[src/rtl/sc_pkg.sv]
package sc_pkg;

  typedef enum logic [3:0] {
    ST_OFF        = 4'd0,
    ST_ACT_HOLD   = 4'd1,
    ST_ACT_ATR    = 4'd2,
    ST_IDLE       = 4'd3,
    ST_RX         = 4'd4,
    ST_TX         = 4'd5,
    ST_TXRX       = 4'd6,
    ST_STOP_ENTER = 4'd7,
    ST_STOP       = 4'd8,
    ST_STOP_LEAVE = 4'd9,
    ST_DEACT_RST  = 4'd10,
    ST_DEACT_CLK  = 4'd11
  } sess_state_e;

  typedef enum logic [2:0] {
    ACT_NONE = 3'd0,
    ACT_ON   = 3'd1,
    ACT_OFF  = 3'd2,
    ACT_WARM = 3'd3,
    ACT_RX   = 3'd4,
    ACT_TX   = 3'd5,
    ACT_TXRX = 3'd6,
    ACT_STOP = 3'd7
  } action_e;

endpackage

[src/rtl/sc_clkgen.sv]
module sc_clkgen #(
  parameter int DIV_W = 8
) (
  input  logic             clk,
  input  logic             rst_n,
  input  logic [DIV_W-1:0] div,
  output logic             phase,
  output logic             phase_rise
);

  logic [DIV_W-1:0] cnt;
  logic             wrap;

  assign wrap = (cnt >= div);

  always_ff @(posedge clk or negedge rst_n) begin
    if (!rst_n) begin
      cnt        <= '0;
      phase      <= 1'b0;
      phase_rise <= 1'b0;
    end else begin
      phase_rise <= 1'b0;
      if (wrap) begin
        cnt        <= '0;
        phase      <= ~phase;
        phase_rise <= ~phase;
      end else begin
        cnt <= cnt + 1'b1;
      end
    end
  end

endmodule

[src/rtl/sc_step_count.sv]
module sc_step_count #(
  parameter int W = 9
) (
  input  logic         clk,
  input  logic         rst_n,
  input  logic         clr,
  input  logic         inc,
  output logic [W-1:0] count
);

  always_ff @(posedge clk or negedge rst_n) begin
    if (!rst_n)
      count <= '0;
    else if (clr)
      count <= '0;
    else if (inc && (count != {W{1'b1}}))
      count <= count + 1'b1;
  end

endmodule

[src/rtl/sc_atr_timer.sv]
module sc_atr_timer #(
  parameter int ETU_W  = 10,
  parameter int WAIT_W = 18
) (
  input  logic              clk,
  input  logic              rst_n,
  input  logic              clr,
  input  logic              inc,
  input  logic [ETU_W-1:0]  etu_div,
  input  logic [WAIT_W-1:0] wait_etu,
  output logic              expired
);

  logic [ETU_W-1:0]  etu_cnt;
  logic [WAIT_W-1:0] etu_seen;

  assign expired = (etu_seen >= wait_etu);

  always_ff @(posedge clk or negedge rst_n) begin
    if (!rst_n) begin
      etu_cnt  <= '0;
      etu_seen <= '0;
    end else if (clr) begin
      etu_cnt  <= '0;
      etu_seen <= '0;
    end else if (inc && !expired) begin
      if (etu_cnt >= etu_div) begin
        etu_cnt  <= '0;
        etu_seen <= etu_seen + 1'b1;
      end else begin
        etu_cnt <= etu_cnt + 1'b1;
      end
    end
  end

endmodule

[src/rtl/sc_session_ctrl.sv]
module sc_session_ctrl
  import sc_pkg::*;
#(
  parameter int DIV_W    = 8,
  parameter int ETU_W    = 10,
  parameter int WAIT_W   = 18,
  parameter int RST_HOLD = 400,
  parameter int STOP_GAP = 8,
  parameter int OFF_GAP  = 8
) (
  input  logic              clk,
  input  logic              rst_n,
  input  logic              act_valid,
  input  logic [2:0]        act_code,
  input  logic [DIV_W-1:0]  clk_div,
  input  logic [ETU_W-1:0]  etu_div,
  input  logic [WAIT_W-1:0] wait_etu,
  input  logic              stop_level,
  input  logic              atr_start,
  input  logic              tx_done,
  input  logic              rx_done,
  input  logic              rx_err,
  input  logic              retry_err,
  input  logic              dma_err,
  output logic              card_vcc_en,
  output logic              card_rst_n,
  output logic              card_clk,
  output logic              busy,
  output logic [3:0]        sess_state,
  output logic              irq_done,
  output logic              irq_state_err,
  output logic              irq_rx_err,
  output logic              irq_retry_err,
  output logic              irq_dma_err
);

  localparam int GAP_MAX  = (STOP_GAP > OFF_GAP) ? STOP_GAP : OFF_GAP;
  localparam int STEP_MAX = (RST_HOLD > GAP_MAX) ? RST_HOLD : GAP_MAX;
  localparam int CNT_W    = $clog2(STEP_MAX + 1);
  localparam logic [CNT_W-1:0] HOLD_END = CNT_W'(RST_HOLD);
  localparam logic [CNT_W-1:0] STOP_END = CNT_W'(STOP_GAP);
  localparam logic [CNT_W-1:0] OFF_END  = CNT_W'(OFF_GAP);

  sess_state_e state, state_nxt;
  logic rst_q, rst_nxt, vcc_q, vcc_nxt, clk_q, clk_nxt;
  logic done_set, serr_set, rxe_set, rte_set, dme_set;
  logic phase, phase_rise, out_rise, clk_run, step_inc, atr_expired, act_req;
  logic [CNT_W-1:0] step_cnt;
  action_e act;

  sc_clkgen #(.DIV_W(DIV_W)) u_clkgen (
    .clk(clk), .rst_n(rst_n), .div(clk_div),
    .phase(phase), .phase_rise(phase_rise)
  );

  // Card clock: runs in every powered state except STOP and the last deactivation step.
  always_comb begin
    clk_run = 1'b1;
    unique case (state)
      ST_OFF, ST_STOP, ST_DEACT_CLK: clk_run = 1'b0;
      default:                       clk_run = 1'b1;
    endcase
    if (clk_run)               clk_nxt = phase;
    else if (state == ST_STOP) clk_nxt = stop_level;
    else                       clk_nxt = 1'b0;
  end

  assign out_rise = clk_nxt & ~clk_q;
  // The reset hold counts edges seen on the pin; the other gaps count divider periods.
  assign step_inc = (state == ST_ACT_HOLD) ? out_rise : phase_rise;

  sc_step_count #(.W(CNT_W)) u_step (
    .clk(clk), .rst_n(rst_n), .clr(state_nxt != state),
    .inc(step_inc), .count(step_cnt)
  );

  sc_atr_timer #(.ETU_W(ETU_W), .WAIT_W(WAIT_W)) u_atr (
    .clk(clk), .rst_n(rst_n), .clr(state != ST_ACT_ATR), .inc(out_rise),
    .etu_div(etu_div), .wait_etu(wait_etu), .expired(atr_expired)
  );

  assign act     = action_e'(act_code);
  assign act_req = act_valid && (act != ACT_NONE);

  always_comb begin
    state_nxt = state;
    rst_nxt   = rst_q;
    vcc_nxt   = vcc_q;
    done_set  = 1'b0;
    serr_set  = 1'b0;
    rxe_set   = 1'b0;
    rte_set   = 1'b0;
    dme_set   = 1'b0;
    unique case (state)
      ST_OFF: begin
        if (act_req) begin
          if (act == ACT_ON) begin
            state_nxt = ST_ACT_HOLD;
            vcc_nxt   = 1'b1;
            rst_nxt   = 1'b0;
          end else begin
            serr_set = 1'b1;
          end
        end
      end
      ST_ACT_HOLD: begin
        serr_set = act_req;
        if (step_cnt == HOLD_END) begin
          rst_nxt   = 1'b1;
          state_nxt = ST_ACT_ATR;
        end
      end
      ST_ACT_ATR: begin
        serr_set = act_req;
        if (atr_start) begin
          state_nxt = ST_RX;
        end else if (atr_expired) begin
          rxe_set   = 1'b1;
          state_nxt = ST_IDLE;
        end
      end
      ST_IDLE: begin
        if (act_req) begin
          unique case (act)
            ACT_ON:   done_set = 1'b1;
            ACT_OFF: begin
              state_nxt = ST_DEACT_RST;
              rst_nxt   = 1'b0;
            end
            ACT_WARM: begin
              state_nxt = ST_ACT_HOLD;
              rst_nxt   = 1'b0;
            end
            ACT_RX:   state_nxt = ST_RX;
            ACT_TX:   state_nxt = ST_TX;
            ACT_TXRX: state_nxt = ST_TXRX;
            ACT_STOP: state_nxt = ST_STOP_ENTER;
            default:  state_nxt = ST_IDLE;
          endcase
        end
      end
      ST_RX, ST_TX, ST_TXRX: begin
        serr_set = act_req;
        rxe_set  = rx_err;
        rte_set  = retry_err;
        dme_set  = dma_err;
        if (rx_err || retry_err || dma_err) begin
          state_nxt = ST_IDLE;
        end else if ((state == ST_RX) && rx_done) begin
          state_nxt = ST_IDLE;
          done_set  = 1'b1;
        end else if ((state == ST_TX) && tx_done) begin
          state_nxt = ST_IDLE;
          done_set  = 1'b1;
        end else if ((state == ST_TXRX) && tx_done) begin
          state_nxt = ST_RX;
        end
      end
      ST_STOP_ENTER: begin
        serr_set = act_req;
        if (step_cnt == STOP_END) begin
          state_nxt = ST_STOP;
          done_set  = 1'b1;
        end
      end
      ST_STOP: begin
        if (act_req) begin
          if (act == ACT_ON) state_nxt = ST_STOP_LEAVE;
          else               serr_set  = 1'b1;
        end
      end
      ST_STOP_LEAVE: begin
        serr_set = act_req;
        if (step_cnt == STOP_END) begin
          state_nxt = ST_IDLE;
          done_set  = 1'b1;
        end
      end
      ST_DEACT_RST: begin
        serr_set = act_req;
        if (step_cnt == OFF_END) state_nxt = ST_DEACT_CLK;
      end
      ST_DEACT_CLK: begin
        serr_set = act_req;
        if (step_cnt == OFF_END) begin
          state_nxt = ST_OFF;
          vcc_nxt   = 1'b0;
          done_set  = 1'b1;
        end
      end
      default: state_nxt = ST_OFF;
    endcase
  end

  always_ff @(posedge clk or negedge rst_n) begin
    if (!rst_n) begin
      state         <= ST_OFF;
      rst_q         <= 1'b0;
      vcc_q         <= 1'b0;
      clk_q         <= 1'b0;
      irq_done      <= 1'b0;
      irq_state_err <= 1'b0;
      irq_rx_err    <= 1'b0;
      irq_retry_err <= 1'b0;
      irq_dma_err   <= 1'b0;
    end else begin
      state         <= state_nxt;
      rst_q         <= rst_nxt;
      vcc_q         <= vcc_nxt;
      clk_q         <= clk_nxt;
      irq_done      <= done_set;
      irq_state_err <= serr_set;
      irq_rx_err    <= rxe_set;
      irq_retry_err <= rte_set;
      irq_dma_err   <= dme_set;
    end
  end

  assign card_vcc_en = vcc_q;
  assign card_rst_n  = rst_q;
  assign card_clk    = clk_q;
  assign sess_state  = state;
  assign busy        = !((state == ST_OFF) || (state == ST_IDLE) || (state == ST_STOP));

endmodule

[config.mk]
export PLATFORM = sky130hd
export DESIGN_NAME = sc_session_ctrl
export DESIGN_NICKNAME = d
export VERILOG_FILES = /design/src/rtl/sc_pkg.sv /design/src/rtl/sc_clkgen.sv /design/src/rtl/sc_step_count.sv /design/src/rtl/sc_atr_timer.sv /design/src/rtl/sc_session_ctrl.sv
export SDC_FILE = /design/constraint.sdc
export NUM_CORES = 1
export LEC_CHECK = 0
export BUFFER_PORTS_ARGS = -buffer_cell sky130_fd_sc_hd__buf_2
export CAP_MARGIN = 0
export CELL_PAD_IN_SITES_DETAIL_PLACEMENT = 1
export CELL_PAD_IN_SITES_GLOBAL_PLACEMENT = 2
export CORE_ASPECT_RATIO = 1.75
export CORE_UTILIZATION = 35
export DETAILED_ROUTE_END_ITERATION = 8
export MAX_ROUTING_LAYER = met4
export PLACE_DENSITY_LB_ADDON = 0.1
export SKIP_LAST_GASP = 1
export SLEW_MARGIN = 20
export SYNTH_ARGS = -nofsm -noshare
export SYNTH_HDL_FRONTEND = slang
export SYNTH_SLANG_ARGS = --single-unit
[constraint.sdc]
create_clock -name clk -period 3.5 [get_ports clk]
set_clock_uncertainty 0.15 [all_clocks]
set_input_delay 0.175 -clock clk [delete_from_list [all_inputs] [get_ports clk]]
set_output_delay 0.175 -clock clk [all_outputs]
set_load 0.03 [all_outputs]
==> results of run 1 <==
[area by class of cell]
class	count	area share
multi-input combinational	380	0.495
sequential	59	0.288
timing repair buffer	81	0.0919
clock buffer	11	0.0474
inverter	46	0.0337
tap	135	0.0330
clock inverter	5	0.0103
[final timing paths]
kind                                            endpoint  cells after the start  slack, ns                          start
setup reg to reg             u_step.count[1]$_DFFE_PN0P_                      8       0.46  u_atr.etu_seen[7]$_DFFE_PN0P_
min in group asynchronous  u_atr.etu_seen[9]$_DFFE_PN0P_                      2       0.22                          rst_n
hold / removal                   irq_state_err$_DFF_PN0_                      3       0.06                    act_code[0]
hold reg to reg            u_clkgen.phase_rise$_DFF_PN0_                      1       0.36     u_clkgen.phase$_DFFE_PN0N_
setup / recovery             u_step.count[1]$_DFFE_PN0P_                      8       0.46  u_atr.etu_seen[7]$_DFFE_PN0P_
max in group asynchronous    u_step.count[6]$_DFFE_PN0P_                      3       2.03                          rst_n
[power groups by stage]
| stage | Sequential [uW] | Combinational (uW) | Clock, uW |
|---|---|---|---|
| floorplan | 859 | 490 | 0 |
| global placement | 851 | 729 | 0 |
| detailed placement | 854 | 756 | 0 |
| CTS | 843 | 764 | 913 |
| global route | 854 | 840 | 940 |
| finish | 840 | 755 | 894 |
[through the flow]
stage | hold slack [ns] | setup WS [ns] | area [sq um]
floorplan | -0.271 | 0.988 | 4260
global placement | 0.0515 | 0.522 | 4760
detailed placement | 0.0531 | 0.398 | 4760
CTS | 0.0530 | 0.390 | 5120
global route | 0.0794 | 0.241 | 5120
finish | 0.0584 | 0.462 | 5120
[Yosys cell counts (3+ instances only)]
cell / count / share of area
nand4_1: 11 / 0.016
or4b_1: 3 / 0.0071
a21oi_1: 34 / 0.040
o31ai_1: 13 / 0.023
nand2b_1: 15 / 0.022
and3_1: 18 / 0.026
nor4_1: 5 / 0.0074
o21a_1: 5 / 0.0088
buf_2: 5 / 0.0059
a211oi_1: 3 / 0.0053
dfrtp_1: 59 / 0.35
nor2b_1: 3 / 0.0044
nor3_1: 8 / 0.0094
nand2_1: 39 / 0.034
or4_1: 16 / 0.028
o21ai_1: 18 / 0.021
ha_1: 42 / 0.12
nor2_1: 41 / 0.036
o21ai_0: 17 / 0.020
inv_1: 45 / 0.040
xor2_1: 7 / 0.014
xnor2_1: 9 / 0.019
o211ai_1: 5 / 0.0088
nand3_1: 24 / 0.028
and2_1: 3 / 0.0044
o31a_1: 3 / 0.0062
clkbuf_1: 9 / 0.0079
[flip-flops by register name, indices dropped and copies added (netlist names), 4 cells and up]
| signal | flops |
|---|---|
| u_clkgen.cnt | 8 |
| sess_state | 4 |
| u_step.count | 9 |
| u_atr.etu_cnt | 10 |
| u_atr.etu_seen | 18 |
[layer usage]
layer	GRT usage	share of wire
met2	0.410	0.56
met4	0.0858	0.022
met1	0.225	0.39
met5	-	0
met3	0.0329	0.024
[worst min-delay path: cells and delay by family]
family                 cells  cell delay, ns
AO/OA/AOI/OAI              2            0.20
buffers and inverters      1            0.12
[what timing repair did]
item	CTS	global route
hold buffers	6	0
endpoints found under the hold margin	27	0
resized for setup	0	0
[logic make-up after synthesis]
group,after synthesis,synth area share
AND/OR/NAND/NOR,198,0.248
buffers and inverters,62,0.0570
XOR/XNOR,16,0.0329
flip-flops,59,0.347
adder cells (fa/ha/maj),42,0.123
multiplexers,3,0.00735
AO/OA/AOI/OAI,121,0.185
==> impl_metrics.csv, run 1 <==
group,metric,value,unit
critical_path,worst-endpoint-required,3.54,ns
timing,hold_violations,0,
power,switchingPower,893,uW
routing,avgRoutedWirePerCell,17.6,um
floorplan,dieArea,0.0126,sq mm
floorplan,die_w,85.4,um
cts,numCtsBuffers,9,
timing,finalCritPeriodShare,0.868,
critical_path,critical_path_peak_fanout,9,
timing,slew_violations,0,
floorplan,io_pins,62,
timing,slew_headroom,0.532,
global_routing,track_usage,0.219,
power,sw_frac_of_total,0.359,
routing,viasPerCell,5.66,
final_layout,final_cell_mix,"61 x buf_2, 59 x dfrtp_1, 45 x inv_1, 42 x ha_1, 41 x nor2_1",
cts,clkLatencyLatePin,0.33,ns
power,clkPwrFrac,0.359,
critical_path,startpoint_type,"register",
power,ir_worst_vdd,247,uV
synth,ys_async_sr_fraction,1.00,
final_layout,antenna_cells,0,
cts,clock_path_buffers,2,
synth,syn-num-nets,592,
global_routing,grt_pass1_vias,4439,
timing,tightest_slew,0.692,ns
routing,ant_nets,0,
final_layout,fin_nets,668,
cts,root_buffer,"clkbuf_16",
power,leakage,0.00249,uW
global_routing,grt_pass1_wl,21200,um
power,intPower,1600,uW
critical_path,path_delay_family,"compound AO/OA/AOI/OAI gates",
synth,synth-edff-count,0,
critical_path,cp.arrival,3.08,ns
power,power,2490,uW
flow_run,cap_viol_max_count,0,
final_layout,drive_gt1_frac,0.170,
run_status,status,"finished clean",
power,seqPwrFrac,0.337,
final_layout,final_util,0.437,
timing,min_period,3.04,ns
critical_path,max_stage_delay,0.50,ns
cts,cts_setup_buffers,0,
placement,port_buffers,61,
power,share_comb_of_total_power,0.303,
global_routing,antenna_found_initial,0,
final_layout,n_fill_cell,1451,
timing,setup_tns,0,ns
cts,clock-sinks,59,
placement,place_congestion,0.829,
timing,max_freq,0.329,GHz
final_layout,area_growth,20.3,%
synth,ys_warn_count,0,
cts,h-tree-depth,3,
critical_path,critPathBufInv,0,
critical_path,crit_type,"register to register",
placement,dpl.hpwl,9570,um
routing,route.detailed.drc,0,
synth,syn_avg_cell_area,8.49,sq um
synth,synth_cell_types,59,
hold_path,hp-class,"input pin to register",
routing,vias,4056,
synth,ys_seq_elements,59,
routing,drt-total-wl,12600,um
cts,path_clk_slew,0.06,ns
critical_path,crit_path_top_delay_cell,"a2111oi_0",
global_routing,grt_max_degree,38,
placement,placed_cells,695,
floorplan,num_rows,52,
routing,drtPass1Iterations,4,
global_routing,grt_remaining_overflow,0,
critical_path,cp-end-kind,"register",
synth,syn_inst,501,
floorplan,core,0.0117,sq mm
timing,finalSetupViolCount,0,
synth,ys.flop_type,"dfrtp_1",
critical_path,critical_path.cell_chain,"ha_1, a21oi_1, o21a_1, a2111oi_0, o31ai_1, a211o_1, a2bb2oi_2, nor3b_1",
final_layout,seqCellArea,0.00148,sq mm
floorplan,die-height,148,um
power,cellPowerDensity,486,mW/mm^2
floorplan,initial_core_util,0.363,
final_layout,final_common_cell,"buf_2",
synth,synth_area,0.00426,sq mm
routing,first_iter_violations,140,
final_layout,multi_input_area,0.00254,sq mm
synth,yosysSeqAreaShare,0.347,
cts,cts_tree,"built",
final_layout,stdcell_count,717,
timing,rsz0062_at_grt,"no",
(Power assumes the default switching activity.)
==> run 2, diff against run 1 <==
clock period = 2.85 ns   (was 3.5 ns; I/O delays follow)
==> run 2 against run 1 <==
Effect of this change:
- largest cell class unchanged
- highest routed layer unchanged
- non-clock buffer count increased by 27
- final cell count up 3.8%
- register-to-register slack worse by 0.33 ns
- sequential share of layout area decreased by 1.7 points
- power grew 29%
==> impl_metrics.csv, run 2 (synthesis results as in run 1) <==
group,metric,value,unit
routing,drtPass1Iterations,4,
power,share_comb_of_total_power,0.333,
cts,clock-sinks,59,
timing,min_period,2.72,ns
power,cellPowerDensity,590,mW/mm^2
critical_path,startpoint_type,"register",
placement,port_buffers,61,
timing,slew_violations,0,
global_routing,antenna_found_initial,0,
routing,drt-total-wl,13000,um
routing,viasPerCell,5.61,
cts,numCtsBuffers,9,
global_routing,grt_remaining_overflow,0,
routing,route.detailed.drc,0,
critical_path,critical_path.cell_chain,"ha_1, nand2_1, o21ai_1, a221oi_4, and3b_2, nand3_2, buf_12, or4_1, a21oi_1",
final_layout,fin_nets,695,
timing,finalCritPeriodShare,0.953,
final_layout,largest_reg_flops,18,
timing,setup_tns,0,ns
final_layout,max_flop_register,"u_atr.etu_seen",
final_layout,final_common_cell,"buf_2",
routing,first_iter_violations,166,
timing,tightest_slew,0.819,ns
placement,place_congestion,0.835,
run_status,status,"finished clean",
global_routing,grt_pass1_wl,22000,um
critical_path,max_stage_delay,0.41,ns
global_routing,grt_max_degree,35,
cts,clock_path_buffers,2,
cts,clkLatencyLatePin,0.34,ns
final_layout,largest_registers,"u_atr.etu_seen (18), u_atr.etu_cnt (10), u_step.count (9)",
timing,rsz0062_at_grt,"no",
critical_path,worst-endpoint-required,2.96,ns
critical_path,critical_path_peak_fanout,20,
final_layout,n_fill_cell,1429,
critical_path,cp.arrival,2.83,ns
cts,h-tree-depth,3,
global_routing,track_usage,0.229,
placement,dpl.hpwl,10100,um
final_layout,antenna_cells,0,
floorplan,core,0.0117,sq mm
timing,hold_violations,0,
hold_path,hp-class,"input pin to register",
final_layout,final_util,0.464,
routing,avgRoutedWirePerCell,17.5,um
timing,finalSetupViolCount,0,
power,switchingPower,1140,uW
cts,cts_tree,"built",
power,leakage,0.00263,uW
flow_run,cap_viol_max_count,0,
routing,vias,4174,
floorplan,initial_core_util,0.363,
critical_path,cp-end-kind,"register",
placement,placed_cells,720,
floorplan,io_pins,62,
critical_path,crit_path_top_delay_cell,"dfrtp_1",
floorplan,die_w,85.4,um
timing,max_freq,0.368,GHz
final_layout,stdcell_count,744,
power,clkPwrFrac,0.343,
power,intPower,2070,uW
final_layout,area_growth,27.7,%
power,sw_frac_of_total,0.356,
cts,root_buffer,"clkbuf_16",
timing,slew_headroom,0.454,
floorplan,num_rows,52,
final_layout,drive_gt1_frac,0.223,
floorplan,die-height,148,um
routing,ant_nets,0,
final_layout,final_cell_mix,"61 x buf_2, 59 x dfrtp_1, 45 x inv_1, 41 x ha_1",
power,seqPwrFrac,0.324,
power,ir_worst_vdd,339,uV
floorplan,dieArea,0.0126,sq mm
critical_path,crit_type,"register to register",
global_routing,grt_pass1_vias,4568,
cts,path_clk_slew,0.06,ns
[run 2: final cells by class]
cell class                 instances  area, sq um  share of cell area
clock buffer                      14          254              0.0467
tap                              135          169              0.0311
timing repair buffer             108          686               0.126
multi-input combinational        380         2640               0.486
sequential                        59         1480               0.272
inverter                          46          173              0.0318
clock inverter                     2         35.0             0.00645
[run 2: routing by layer]
metal	track usage	routed length, um	share of wire	up-vias
met5	-	0	0	-
met4	0.0858	280	0.021	0
met3	0.0274	212	0.016	16
met2	0.447	7540	0.58	50
met1	0.226	5010	0.38	2085
li1	-	-	-	2023
[run 2: what timing repair did]
item,in CTS,in global routing
endpoints found under the setup margin,22,31
resized for setup,3,16
hold endpoints to repair,37,0
buffers inserted,1,1
pin swaps,0,5
hold buffers,6,0
gates cloned,0,0
[run 2: critical path: cells and delay by family (launching register included)]
kind | cells | cell delay, ns
AOI/OAI and AO/OA | 3 | 0.62
adders and majority gates | 1 | 0.30
buffers and inverters | 1 | 0.16
DFF | 1 | 0.41
and+or+nand+nor | 4 | 0.98
[run 2: power by group through the flow]
| stage | Sequential (uW) | Combinational [uW] | Clock (uW) |
|---|---|---|---|
| CTS | 1040 | 1040 | 1120 |
| detailed placement | 1050 | 1020 | 0 |
| floorplan | 1060 | 602 | 0 |
| global route | 1050 | 1170 | 1150 |
| finish | 1040 | 1070 | 1100 |
| global placement | 1050 | 985 | 0 |
[run 2: per-stage QoR]
stage	setup WS (ns)	hold WS (ns)	cell area, sq um	power, uW
floorplan	0.338	-0.303	4260	1660
detailed placement	-0.0662	0.134	4960	2070
finish	0.134	0.00936	5440	3200
global placement	0.0502	0.142	4960	2030
CTS	0.00782	0.00469	5340	3200
global route	0.0100	0.0342	5440	3380
[run 2: worst paths after layout]
path | depth (start not counted) | start | to | slack (ns)
worst max-delay path | 9 | u_atr.etu_seen[13]$_DFFE_PN0P_ | u_atr.etu_seen[8]$_DFFE_PN0P_ | 0.13
worst min-delay path | 3 | act_code[0] | irq_state_err$_DFF_PN0_ | 0.009
worst max register to register | 9 | u_atr.etu_seen[13]$_DFFE_PN0P_ | u_atr.etu_seen[8]$_DFFE_PN0P_ | 0.13
worst min register to register | 1 | u_clkgen.phase$_DFFE_PN0N_ | u_clkgen.phase_rise$_DFF_PN0_ | 0.38
max in group asynchronous | 3 | rst_n | u_atr.etu_cnt[5]$_DFFE_PN0P_ | 1.49
min in group asynchronous | 2 | rst_n | u_clkgen.cnt[7]$_DFF_PN0_ | 0.29
